## src/rtl/axf_pkg.sv

```systemverilog
package axf_pkg;
  localparam logic [1:0] KIND_IFETCH = 2'd1;
  localparam logic [1:0] KIND_LINE   = 2'd2;
  localparam int NARROW_SIZE_LIM     = 2;

  typedef enum logic [1:0] {
    BURST_FIXED = 2'b00,
    BURST_INCR  = 2'b01,
    BURST_WRAP  = 2'b10
  } burst_e;

  typedef struct packed {
    logic       wrap;
    logic       write;
    logic [1:0] lock;
    logic [2:0] prot;
    logic [2:0] size;
  } xattr_t;
endpackage

```

## src/rtl/axf_decode.sv

```systemverilog
module axf_decode import axf_pkg::*; #(
  parameter int ADDR_W       = 32,
  parameter int LEN_W        = 8,
  parameter int BUS_BYTES    = 8,
  parameter int REGION_BYTES = 32,
  parameter int BEAT_W       = 12
) (
  input  logic [ADDR_W-1:0] addr_i,
  input  logic [LEN_W-1:0]  len_i,
  input  logic [2:0]        size_i,
  input  logic [1:0]        kind_i,
  input  logic              write_i,
  input  logic              cacheable_i,
  input  logic              shared_i,
  input  logic              excl_i,
  input  logic              locked_i,
  output logic [ADDR_W-1:0] base_o,
  output logic [BEAT_W-1:0] beats_o,
  output xattr_t            attr_o
);
  localparam int LOG_BUS    = $clog2(BUS_BYTES);
  localparam int LOG_REG    = $clog2(REGION_BYTES);
  localparam int LINE_BEATS = REGION_BYTES / BUS_BYTES;

  logic [2:0]         size_c;
  logic [LOG_BUS-1:0] lo_mask;
  logic [LOG_BUS-1:0] offs;
  logic [BEAT_W-1:0]  span;

  always_comb begin
    size_c  = (kind_i == KIND_IFETCH || size_i > 3'(LOG_BUS)) ? 3'(LOG_BUS) : size_i;
    lo_mask = ~({LOG_BUS{1'b1}} << size_c);
    offs    = addr_i[LOG_BUS-1:0] & lo_mask;
    // offset + bytes, rounded up to whole beats
    span    = BEAT_W'(offs) + BEAT_W'(len_i) + BEAT_W'(lo_mask) + BEAT_W'(1);
    attr_o  = '0;
    if (kind_i == KIND_LINE) begin
      attr_o.wrap = cacheable_i & ~shared_i;
      attr_o.size = 3'(LOG_BUS);
      base_o      = attr_o.wrap ? {addr_i[ADDR_W-1:LOG_BUS], LOG_BUS'(0)}
                                : {addr_i[ADDR_W-1:LOG_REG], LOG_REG'(0)};
      beats_o     = BEAT_W'(LINE_BEATS);
    end else begin
      attr_o.size  = size_c;
      attr_o.write = write_i & (kind_i != KIND_IFETCH);
      attr_o.prot  = (kind_i == KIND_IFETCH) ? 3'b100 : 3'b000;
      if (kind_i != KIND_IFETCH)
        attr_o.lock = locked_i ? 2'b10 : (excl_i ? 2'b01 : 2'b00);
      base_o  = {addr_i[ADDR_W-1:LOG_BUS], addr_i[LOG_BUS-1:0] & ~lo_mask};
      beats_o = span >> size_c;
    end
  end
endmodule

```

## src/rtl/axf_split.sv

```systemverilog
module axf_split import axf_pkg::*; #(
  parameter int BUS_BYTES    = 8,
  parameter int REGION_BYTES = 32,
  parameter int MAX_BEATS    = 8,
  parameter int BEAT_W       = 12,
  parameter int NB_W         = 4
) (
  input  logic [$clog2(REGION_BYTES)-1:0] offs_i,
  input  logic [BEAT_W-1:0]               rem_i,
  input  logic [2:0]                      size_i,
  input  logic                            wrap_i,
  output logic [NB_W-1:0]                 n_o,
  output logic                            last_o
);
  localparam int LOG_REG    = $clog2(REGION_BYTES);
  localparam int LINE_BEATS = REGION_BYTES / BUS_BYTES;

  logic [LOG_REG:0]  room_bytes;
  logic [LOG_REG:0]  room;
  logic [LOG_REG:0]  cap;
  logic [BEAT_W-1:0] cap_w;

  always_comb begin
    room_bytes = (LOG_REG+1)'(REGION_BYTES) - {1'b0, offs_i};
    room       = room_bytes >> size_i;
    if (wrap_i)                              cap = (LOG_REG+1)'(LINE_BEATS);
    else if (int'(size_i) < NARROW_SIZE_LIM) cap = (LOG_REG+1)'(1);
    else if (int'(room) > MAX_BEATS)         cap = (LOG_REG+1)'(MAX_BEATS);
    else                                     cap = room;
    cap_w  = BEAT_W'(cap);
    last_o = rem_i <= cap_w;
    n_o    = last_o ? NB_W'(rem_i) : NB_W'(cap);
  end
endmodule

```

## src/rtl/axf_wr_order.sv

```systemverilog
module axf_wr_order #(
  parameter int NB_W = 4
) (
  input  logic            clk_i,
  input  logic            rst_ni,
  input  logic            aw_hs_i,
  input  logic [NB_W-1:0] aw_beats_i,
  input  logic            w_beat_i,
  output logic            free_o,
  output logic            w_last_o
);
  logic [NB_W-1:0] left_q;

  always_ff @(posedge clk_i or negedge rst_ni) begin
    if (!rst_ni)                         left_q <= '0;
    else if (aw_hs_i)                    left_q <= aw_beats_i;
    else if (w_beat_i && left_q != '0)   left_q <= left_q - NB_W'(1);
  end

  assign free_o   = (left_q == '0);
  assign w_last_o = (left_q == NB_W'(1));

  AST_AW_AFTER_DATA: assert property (@(posedge clk_i) disable iff (!rst_ni) aw_hs_i |-> left_q == '0);
endmodule

```

## src/rtl/axi_burst_fmt.sv

```systemverilog
module axi_burst_fmt import axf_pkg::*; #(
  parameter int ADDR_W       = 32,
  parameter int LEN_W        = 8,
  parameter int BUS_BYTES    = 8,
  parameter int REGION_BYTES = 32,
  parameter int MAX_BEATS    = 8
) (
  input  logic              clk_i,
  input  logic              rst_ni,
  input  logic              req_valid_i,
  output logic              req_ready_o,
  input  logic [ADDR_W-1:0] req_addr_i,
  input  logic [LEN_W-1:0]  req_len_i,
  input  logic [2:0]        req_size_i,
  input  logic [1:0]        req_kind_i,
  input  logic              req_write_i,
  input  logic              req_cacheable_i,
  input  logic              req_shared_i,
  input  logic              req_excl_i,
  input  logic              req_locked_i,
  output logic              ar_valid_o,
  input  logic              ar_ready_i,
  output logic [ADDR_W-1:0] ar_addr_o,
  output logic [1:0]        ar_burst_o,
  output logic [2:0]        ar_size_o,
  output logic [7:0]        ar_len_o,
  output logic [1:0]        ar_lock_o,
  output logic [2:0]        ar_prot_o,
  output logic              aw_valid_o,
  input  logic              aw_ready_i,
  output logic [ADDR_W-1:0] aw_addr_o,
  output logic [1:0]        aw_burst_o,
  output logic [2:0]        aw_size_o,
  output logic [7:0]        aw_len_o,
  output logic [1:0]        aw_lock_o,
  output logic [2:0]        aw_prot_o,
  input  logic              w_beat_i,
  output logic              w_last_o
);
  localparam int LOG_BUS = $clog2(BUS_BYTES);
  localparam int LOG_REG = $clog2(REGION_BYTES);
  localparam int BEAT_W  = LEN_W + LOG_BUS + 1;
  localparam int NB_W    = $clog2(MAX_BEATS + 1);

  logic              busy_q;
  logic [ADDR_W-1:0] cur_q;
  logic [BEAT_W-1:0] rem_q;
  xattr_t            attr_q;

  logic [ADDR_W-1:0] dec_base;
  logic [BEAT_W-1:0] dec_beats;
  xattr_t            dec_attr;
  logic [NB_W-1:0]   n;
  logic              last, hs, wr_free;

  axf_decode #(
    .ADDR_W(ADDR_W), .LEN_W(LEN_W), .BUS_BYTES(BUS_BYTES),
    .REGION_BYTES(REGION_BYTES), .BEAT_W(BEAT_W)
  ) u_decode (
    .addr_i(req_addr_i), .len_i(req_len_i), .size_i(req_size_i), .kind_i(req_kind_i),
    .write_i(req_write_i), .cacheable_i(req_cacheable_i), .shared_i(req_shared_i),
    .excl_i(req_excl_i), .locked_i(req_locked_i),
    .base_o(dec_base), .beats_o(dec_beats), .attr_o(dec_attr)
  );

  axf_split #(
    .BUS_BYTES(BUS_BYTES), .REGION_BYTES(REGION_BYTES), .MAX_BEATS(MAX_BEATS),
    .BEAT_W(BEAT_W), .NB_W(NB_W)
  ) u_split (
    .offs_i(cur_q[LOG_REG-1:0]), .rem_i(rem_q), .size_i(attr_q.size), .wrap_i(attr_q.wrap),
    .n_o(n), .last_o(last)
  );

  axf_wr_order #(.NB_W(NB_W)) u_wr_order (
    .clk_i(clk_i), .rst_ni(rst_ni), .aw_hs_i(aw_valid_o & aw_ready_i),
    .aw_beats_i(n), .w_beat_i(w_beat_i), .free_o(wr_free), .w_last_o(w_last_o)
  );

  always_ff @(posedge clk_i or negedge rst_ni) begin
    if (!rst_ni) begin
      busy_q <= 1'b0;
      cur_q  <= '0;
      rem_q  <= '0;
      attr_q <= '0;
    end else if (!busy_q) begin
      if (req_valid_i) begin
        busy_q <= 1'b1;
        cur_q  <= dec_base;
        rem_q  <= dec_beats;
        attr_q <= dec_attr;
      end
    end else if (hs) begin
      cur_q <= cur_q + (ADDR_W'(n) << attr_q.size);
      rem_q <= rem_q - BEAT_W'(n);
      if (last) busy_q <= 1'b0;
    end
  end

  assign ar_valid_o  = busy_q & ~attr_q.write;
  assign aw_valid_o  = busy_q & attr_q.write & wr_free;
  assign hs          = (ar_valid_o & ar_ready_i) | (aw_valid_o & aw_ready_i);
  assign req_ready_o = hs & last;

  assign ar_addr_o  = cur_q;
  assign ar_burst_o = attr_q.wrap ? BURST_WRAP : BURST_INCR;
  assign ar_size_o  = attr_q.size;
  assign ar_len_o   = 8'(n) - 8'd1;
  assign ar_lock_o  = attr_q.lock;
  assign ar_prot_o  = attr_q.prot;
  assign aw_addr_o  = cur_q;
  assign aw_burst_o = BURST_INCR;
  assign aw_size_o  = attr_q.size;
  assign aw_len_o   = 8'(n) - 8'd1;
  assign aw_lock_o  = attr_q.lock;
  assign aw_prot_o  = attr_q.prot;

  AST_AR_MAX_XFER: assert property (@(posedge clk_i) disable iff (!rst_ni) ar_valid_o |-> ar_len_o <= 8'(MAX_BEATS-1) && ((int'(ar_len_o) + 1) << ar_size_o) <= REGION_BYTES);
  AST_AW_MAX_XFER: assert property (@(posedge clk_i) disable iff (!rst_ni) aw_valid_o |-> aw_len_o <= 8'(MAX_BEATS-1) && ((int'(aw_len_o) + 1) << aw_size_o) <= REGION_BYTES);
  AST_AR_NO_CROSS: assert property (@(posedge clk_i) disable iff (!rst_ni) (ar_valid_o && ar_burst_o == BURST_INCR) |-> int'(ar_addr_o[LOG_REG-1:0]) + ((int'(ar_len_o) + 1) << ar_size_o) <= REGION_BYTES);
  AST_AW_NO_CROSS: assert property (@(posedge clk_i) disable iff (!rst_ni) aw_valid_o |-> int'(aw_addr_o[LOG_REG-1:0]) + ((int'(aw_len_o) + 1) << aw_size_o) <= REGION_BYTES);
  AST_NO_FIXED: assert property (@(posedge clk_i) disable iff (!rst_ni) (ar_valid_o |-> ar_burst_o != BURST_FIXED) and (aw_valid_o |-> aw_burst_o == BURST_INCR));
  AST_WRAP_SHAPE: assert property (@(posedge clk_i) disable iff (!rst_ni) (ar_valid_o && ar_burst_o == BURST_WRAP) |-> ar_size_o == 3'(LOG_BUS) && ar_len_o == 8'd3 && ar_addr_o[LOG_BUS-1:0] == '0);
  AST_NARROW_SINGLE: assert property (@(posedge clk_i) disable iff (!rst_ni) ((ar_valid_o && int'(ar_size_o) < NARROW_SIZE_LIM) |-> ar_len_o == 8'd0) and ((aw_valid_o && int'(aw_size_o) < NARROW_SIZE_LIM) |-> aw_len_o == 8'd0));
  AST_SIZE_CAP: assert property (@(posedge clk_i) disable iff (!rst_ni) (ar_valid_o |-> ar_size_o <= 3'(LOG_BUS)) and (aw_valid_o |-> aw_size_o <= 3'(LOG_BUS)));
  AST_IFETCH_FORM: assert property (@(posedge clk_i) disable iff (!rst_ni) (ar_valid_o && ar_prot_o[2]) |-> ar_size_o == 3'(LOG_BUS) && ar_lock_o == 2'b00);
  AST_LOCK_ALIGN: assert property (@(posedge clk_i) disable iff (!rst_ni) (ar_valid_o && ar_lock_o != 2'b00) |-> (ar_addr_o[LOG_BUS-1:0] & ~({LOG_BUS{1'b1}} << ar_size_o)) == '0);
  AST_AR_HOLD: assert property (@(posedge clk_i) disable iff (!rst_ni) (ar_valid_o && !ar_ready_i) |=> ar_valid_o && $stable(ar_addr_o) && $stable(ar_len_o));
  AST_ACK_IDLE: assert property (@(posedge clk_i) disable iff (!rst_ni) req_ready_o |=> !ar_valid_o && !aw_valid_o);
endmodule

```

## config.mk

```make
export PLATFORM = sky130hd
export DESIGN_NAME = axi_burst_fmt
export DESIGN_NICKNAME = d
export VERILOG_FILES = /design/src/rtl/axf_pkg.sv /design/src/rtl/axf_decode.sv /design/src/rtl/axf_split.sv /design/src/rtl/axf_wr_order.sv /design/src/rtl/axi_burst_fmt.sv
export SDC_FILE = /design/constraint.sdc
export NUM_CORES = 1
export LEC_CHECK = 0
export ABC_AREA = 1
export BUFFER_PORTS_ARGS = -buffer_cell sky130_fd_sc_hd__buf_2
export CORE_ASPECT_RATIO = 0.9
export CORE_MARGIN = 3
export CORE_UTILIZATION = 55
export DETAILED_ROUTE_END_ITERATION = 10
export PLACE_DENSITY = 0.81
export RECOVER_POWER = 25
export SLEW_MARGIN = 20
export SYNTH_ARGS = -nofsm -noshare
export SYNTH_HDL_FRONTEND = slang
export SYNTH_HIERARCHICAL = 1
export SYNTH_SLANG_ARGS = --single-unit
```

## constraint.sdc

```tcl
create_clock -name clk_i -period 5.1 [get_ports clk_i]
set_input_delay 1.02 -clock clk_i [delete_from_list [all_inputs] [get_ports clk_i]]
set_output_delay 1.02 -clock clk_i [all_outputs]
set_load 0.05 [all_outputs]
```

# Word-level counts from Yosys, hierarchy flattened
# Index checks and enable logic that the tools add are counted.
[classes] addsub=8 order_cmp=4 eq_ne=5 shift=4 muxes=28 n_bitwise=16 n_reduce_logical=8
[ops] op="32-bit two-way mux" n=3
[ops] op="12-bit two-way mux" n=4
[ops] op="32-bit adder" n=1
[ops] op="4-bit by 3-bit << shifter with 32-bit output" n=1
[ops] op="6-bit two-way mux" n=4
[ops] op="12-bit by 1-bit adder with 12-bit output (second input constant)" n=1
[ops] op="12-bit by 3-bit adder with 12-bit output" n=1
[ops] op="12-bit by 6-bit less-or-equal comparator with 1-bit output" n=1
[ops] op="4-bit two-way mux" n=3
[ops] op="12-bit by 3-bit right shift with 12-bit output" n=1
[ops] op="12-bit by 4-bit subtractor with 12-bit output" n=1
[ops] op="5-bit two-way mux" n=2
[ops] op="3-bit by 8-bit adder with 9-bit output" n=1
[ops] op="3-bit two-way mux" n=3
[ops] op="1-bit bitwise AND" n=8
[ops] op="3-bit bitwise AND" n=2
[ops] op="6-bit by 4-bit > comparator with 1-bit output (second input constant)" n=1
[ops] op="1-bit two-way mux" n=6
[ops] op="2-bit two-way mux" n=3
[ops] op="3-bit NOT" n=2
[ops] op="6-bit by 3-bit right shift with 6-bit output" n=1
[ops] op="6-bit by 5-bit subtractor with 6-bit output (first input constant)" n=1
[ops] op="4-bit by 1-bit subtractor with 5-bit output (second input constant)" n=1
[ops] op="4-bit by 1-bit equality test with 1-bit output (second input constant)" n=1
[ops] op="15 further kinds" n=20
[word_totals] register_bits=59 wordCells=82

# Depth between registers and ports, before layout
[depth] word_depth=13 ltp_mapped=40 mapped_depth_nobuf=40

# Cells and area by module
# Netlist, hierarchy kept.
[modules_own_cells] mod="axi_burst_fmt" n_inst=1 cells_each=777 area_each_um2=4957.3 seq_area_each_um2=1376.3
[modules_own_cells] mod="axf_decode" n_inst=1 cells_each=206 area_each_um2=1132.3 seq_area_each_um2=0.0
[modules_own_cells] mod="axf_split" n_inst=1 cells_each=101 area_each_um2=535.5 seq_area_each_um2=0.0
[modules_own_cells] mod="axf_wr_order" n_inst=1 cells_each=43 area_each_um2=290.3 seq_area_each_um2=100.1

# Worst setup path after synthesis
# OpenSTA, ideal clock, no wires.
[synth_timing] path_type="register to output" startpoint="register cur_q[0], in the netlist ar_addr_o[0]" endpoint="output ar_len_o[5]" arrival_ps=4460 t_required_ps=4080 path_slack_ps=-380 stages_incl_launch_ff=22 path_buffers=1 cell_sequence="dfrtp_1 -> inv_1 -> ha_1 -> xor2_1 -> nand2_1 -> a22oi_1 -> nand2_1 -> nand2_1 -> ha_1 -> a21oi_1 -> o21ai_0 -> nand3_1 -> nand2_1 -> nand2_2 -> inv_1 -> nand3_1 -> nand2_1 -> inv_1 -> ha_1 -> nand2_1 -> nor2_1 -> buf_4"
[synth_via] elab_chain_cells=9
[synth_rtl] element="from (decl)" line_no="axi_burst_fmt.sv:46" source="logic [ADDR_W-1:0] cur_q;"
[synth_rtl] element="from (signal assigned)" line_no="axi_burst_fmt.sv:88" source="cur_q <= dec_base;"
[synth_rtl] element="from (signal assigned)" line_no="axi_burst_fmt.sv:93" source="cur_q <= cur_q + (ADDR_W'(n) << attr_q.size);"
[synth_rtl] element="6-bit by 5-bit subtractor with 6-bit output *" line_no="axf_split.sv:24" source="room_bytes = (LOG_REG+1)'(REGION_BYTES) - {1'b0, offs_i};"
[synth_rtl] element="6-bit by 3-bit right shift with 6-bit output *" line_no="axf_split.sv:25" source="room = room_bytes >> size_i;"
[synth_rtl] element="6-bit by 4-bit > comparator with 1-bit output" line_no="axf_split.sv:28" source="else if (int'(room) > MAX_BEATS) cap = (LOG_REG+1)'(MAX_BEATS);"
[synth_rtl] element="6-bit two-way mux *" line_no="axf_split.sv:28"
[synth_rtl] element="6-bit two-way mux *" line_no="axf_split.sv:27" source="else if (int'(size_i) < NARROW_SIZE_LIM) cap = (LOG_REG+1)'(1);"
[synth_rtl] element="6-bit two-way mux *" line_no="axf_split.sv:26" source="if (wrap_i) cap = (LOG_REG+1)'(LINE_BEATS);"
[synth_rtl] element="12-bit by 6-bit less-or-equal comparator with 1-bit output *" line_no="axf_split.sv:31" source="last_o = rem_i <= cap_w;"
[synth_rtl] element="via last" line_no="axi_burst_fmt.sv:54" source="logic last, hs, wr_free;"
[synth_rtl] element="4-bit two-way mux *" line_no="axf_split.sv:32" source="n_o = last_o ? NB_W'(rem_i) : NB_W'(cap);"
[synth_rtl] element="via n[0]" line_no="axi_burst_fmt.sv:53" source="logic [NB_W-1:0] n;"
[synth_rtl] element="4-bit by 1-bit subtractor with 5-bit output *" line_no="axi_burst_fmt.sv:107" source="assign ar_len_o = 8'(n) - 8'd1;"
[synth_rtl] element="to (decl)" line_no="axi_burst_fmt.sv:26" source="output logic [7:0] ar_len_o,"
# Mark *: on every way through the listed nets, which the timed path passes. The rest lies on a longest branch.

# Worst setup path after layout
[layout_timing] startpoint="register cur_q[0], in the netlist ar_addr_o[0]" endpoint="output aw_len_o[6]"
[layout_via] elab_chain_cells=9
[layout_rtl] element="6-bit by 5-bit subtractor with 6-bit output *" line_no="axf_split.sv:24"
[layout_rtl] element="6-bit by 3-bit right shift with 6-bit output *" line_no="axf_split.sv:25"
[layout_rtl] element="6-bit by 4-bit > comparator with 1-bit output" line_no="axf_split.sv:28"
[layout_rtl] element="6-bit two-way mux *" line_no="axf_split.sv:28"
[layout_rtl] element="6-bit two-way mux *" line_no="axf_split.sv:27"
[layout_rtl] element="6-bit two-way mux *" line_no="axf_split.sv:26"
[layout_rtl] element="12-bit by 6-bit less-or-equal comparator with 1-bit output *" line_no="axf_split.sv:31"
[layout_rtl] element="via last" line_no="axi_burst_fmt.sv:54"
[layout_rtl] element="4-bit two-way mux *" line_no="axf_split.sv:32"
[layout_rtl] element="via n[0]" line_no="axi_burst_fmt.sv:53"
[layout_rtl] element="4-bit by 1-bit subtractor with 5-bit output *" line_no="axi_burst_fmt.sv:113" source="assign aw_len_o = 8'(n) - 8'd1;"
[layout_rtl] element="to (decl)" line_no="axi_burst_fmt.sv:34" source="output logic [7:0] aw_len_o,"
# Marked as above.

==> results.md <==
- TritonCTS clock tree: done
- Fin crit share: 93.7%
- Final core utilization: 62.0%
- CP Max Fanout: 8
- DR WL/cell: about 14 um
- CP Class: reg -> out
- Vert. Die Dim: between 100 and 150 um
- Final antenna-violating net count: 0
- IO Count: 160
- Clock transition at path regs: roughly 0.05 ns
- Post-route cell area: ~0.0075 mm^2
- # port buffers: approximately 160
- Vias: a little over 7000
- Hold/Removal Path Class: reg -> reg
- Worst-margin pin slew: roughly 2.1 ns
- Area grow syn2layout: 9.05%
- Critical Path RT: 4.08 ns
- Total CTS buffers: 9
- Worst slew margin: -39.5%
- Final WL: ~18000 um
- RSZ-0062 raised after global routing: no
- Syn_area_per_cell: about 6.1 um^2
- Setup TNS: 0 ns
- CP Capture Type: primary output
- Nets: around 1300
- Drt first pass iters: 5
- DPL Wire Length: ~14000 um
- Status: complete, but fails checks
- Mapped Area: approximately 0.0069 mm^2
- Grt ovf: 0
- Final setup skew: roughly 0.0048 ns
- Layout cells sized above 1: roughly a fifth
- Clock Latency Late Sink: 0.33 ns
- Final Max Tran Viols: 38
- Root buffer cell: clkbuf_16
- First-pass GRT wire length: 30300 um
- Routability congestion estimate: ~1
- Failing checks: max-capacitance violations, max-slew violations
- FILL cells: around 1200
- Post-synthesis cell count: between 1000 and 1500
- Full die area: 0.0140 mm^2
- Initial antenna violation count: 0
- Peak Freq: roughly 210 MHz
- Final hold viol count: 0
- All-Layer GR Usage: between 20% and 30%
- Vias in the first global route: around 6300
- Max-cap viol count: 1
- CTS sink count: a little under 60
- #FFs+latches synth: 59
- Max clock buf depth: 2
- Minimum clock period: about 4.8 ns
- Post-placement cell area: about 0.0072 mm^2
- DRC: 0
- Cell variety after synth: 46
- Largest net degree at the start of global routing: 63
- Placeable core region: between 0.01 and 0.015 mm^2
- ANT cells: 0
- Initial core utilization: 56.8%
- Yosys warnings: 6
- H-Tree Level Count: 3
- Die X: roughly 120 um
- Post-Layout Cell Count: roughly 1400
- Register area share after synthesis: 21.3%
- Final setup viols: 0
- Dpl cells: ~1300
- Initial drt markers: a little over 700
- Setup crit start kind: flop
- Site row count: 38
- Crit path DAT: between 3 and 4 ns
- Vias per inst: roughly 5.2
## logic make-up (layout without fill, tap and decap cells)
family,Yosys count,count (layout),share of synthesized area (%)
simple gates,633,633,40.0
buf+inv,268,332,20.4
compound gates,106,106,8.29
flops,59,59,21.3
fa+ha+maj,35,35,6.77
xor+xnor,17,17,2.15
mux,5,5,0.814
other cells,4,10,0.217
## cell usage in the layout, fill, tap and decap left out, types with 3 or more instances in the layout
| master | netlist | final |
|---|---|---|
| a21oi_1 | 21 | 21 |
| o21ai_0 | 42 | 35 |
| xnor2_1 | 4 | 4 |
| nand4_1 | 9 | 9 |
| nand3_2 | 4 | 4 |
| a31oi_1 | 4 | 4 |
| inv_2 | 5 | 5 |
| nor2_1 | 126 | 124 |
| clkbuf_1 | 9 | 3 |
| dfrtp_1 | 59 | 56 |
| o21ai_1 | 24 | 30 |
| nand2_1 | 319 | 317 |
| mux2_2 | 5 | 5 |
| inv_1 | 142 | 142 |
| and2_1 | 3 | 3 |
| buf_2 | 6 | 148 |
| ha_1 | 31 | 30 |
| buf_4 | 100 | 9 |
| nor3_1 | 16 | 16 |
| nor2_2 | 7 | 8 |
| nor2_4 | 5 | 6 |
| clkinv_2 | 0 | 3 |
| xor2_1 | 13 | 11 |
| nand3_1 | 116 | 116 |
| dfrtp_2 | 0 | 3 |
| or2_1 | 3 | 3 |
| nand3b_1 | 4 | 4 |
| buf_6 | 2 | 5 |
| a21boi_0 | 4 | 4 |
| conb_1 | 4 | 10 |
| clkbuf_16 | 0 | 9 |
| nand2_2 | 12 | 13 |
| o211ai_1 | 4 | 4 |
| fa_1 | 4 | 4 |
## synthesized netlist by cell type (all sizes together)
cell type  count  area (um^2)
a21boi         4         30.0
a21o           1         7.51
a21oi         21          105
a22oi          1         7.51
a31oi          4         25.0
and2           3         18.8
and3           1         6.26
buf          108          803
clkbuf         9         33.8
clkinv         2         7.51
conb           4         15.0
dfrtp         59         1480
fa             4         80.1
ha            31          388
inv          149          564
mux2           5         56.3
nand2        333         1300
nand3        120          621
nand3b         4         30.0
nand4         10         68.8
nor2         138          573
nor3          19          116
o211ai         4         30.0
o21ai         68          348
o21bai         1         7.51
o22ai          2         12.5
or2            5         31.3
xnor2          4         35.0
xor2          13          114
## sequential cells by signal, indices dropped and copies added (netlist names)
signal / flops
ar_prot_o: 3
ar_size_o: 3
u_wr_order/left_q: 4
ar_addr_o: 32
busy_q: 1
ar_lock_o: 2
attr_q: 2
rem_q: 12
## worst paths after layout
kind	start	to	slack (ns)	depth (start not counted)
max in group asynchronous	rst_ni	busy_q$_DFF_PN0_	1.42	2
min reg2reg	ar_prot_o[0]$_DFFE_PN0P_	ar_prot_o[0]$_DFFE_PN0P_	0.52	1
min	ar_prot_o[0]$_DFFE_PN0P_	ar_prot_o[0]$_DFFE_PN0P_	0.52	1
min in group asynchronous	rst_ni	ar_addr_o[18]$_DFFE_PN0P_	0.96	1
max reg2reg	ar_addr_o[0]$_DFFE_PN0P_	ar_addr_o[19]$_DFFE_PN0P_	0.49	32
max	ar_addr_o[0]$_DFFE_PN0P_	aw_len_o[6]	0.32	22
## through the flow
step                hold slack [ns]  setup slack (ns)
detailed placement            0.510             0.139
CTS                           0.522             0.129
global placement              0.510             0.381
global route                  0.546            0.0114
floorplan                     0.492            0.0115
finish                        0.521             0.319
## worst max-delay path: stages (launching register included)
cell and delay (ns):
dfrtp_2 0.44, inv_1 0.14, ha_1 0.22, xor2_1 0.21
nand2_1 0.07, a22oi_1 0.17, nand2_1 0.07, nand2_1 0.12
ha_1 0.26, a21oi_1 0.16, o21ai_0 0.09, nand3_1 0.07
nand2_1 0.08, nand2_4 0.13, inv_1 0.07, nand3_1 0.09
nand2_2 0.12, inv_2 0.12, ha_1 0.22, nand2_1 0.12
nor2_4 0.14, buf_12 0.13, buf_4 0.19
## timing repair
action	in CTS	in global routing
gates resized for setup	0	39
endpoints found under the setup margin	0	37
hold buffers	0	0
buffers inserted	0	2
## cell type report
type,instances,area (um^2),area share (%)
clock buffers,11,243,3.22
clock inverters,5,52.6,0.697
inverters,151,572,7.58
multi-input cells,806,4100,54.4
flip-flops and latches,59,1480,19.6
well taps,160,200,2.65
repair buffers,165,892,11.8
## layer usage
layer	up-vias	part of all wire, %	global-route usage, %	wire (um)
met5	-	0	0	0
met1	3177	46	40.4	8470
met3	24	8.1	4.33	1490
met2	290	44	40.1	8150
met4	0	1.4	5.91	255
li1	3585	-	-	-
Power is not shown: default switching activity piles up to over one toggle a cycle in this logic, so the estimate is an artifact.
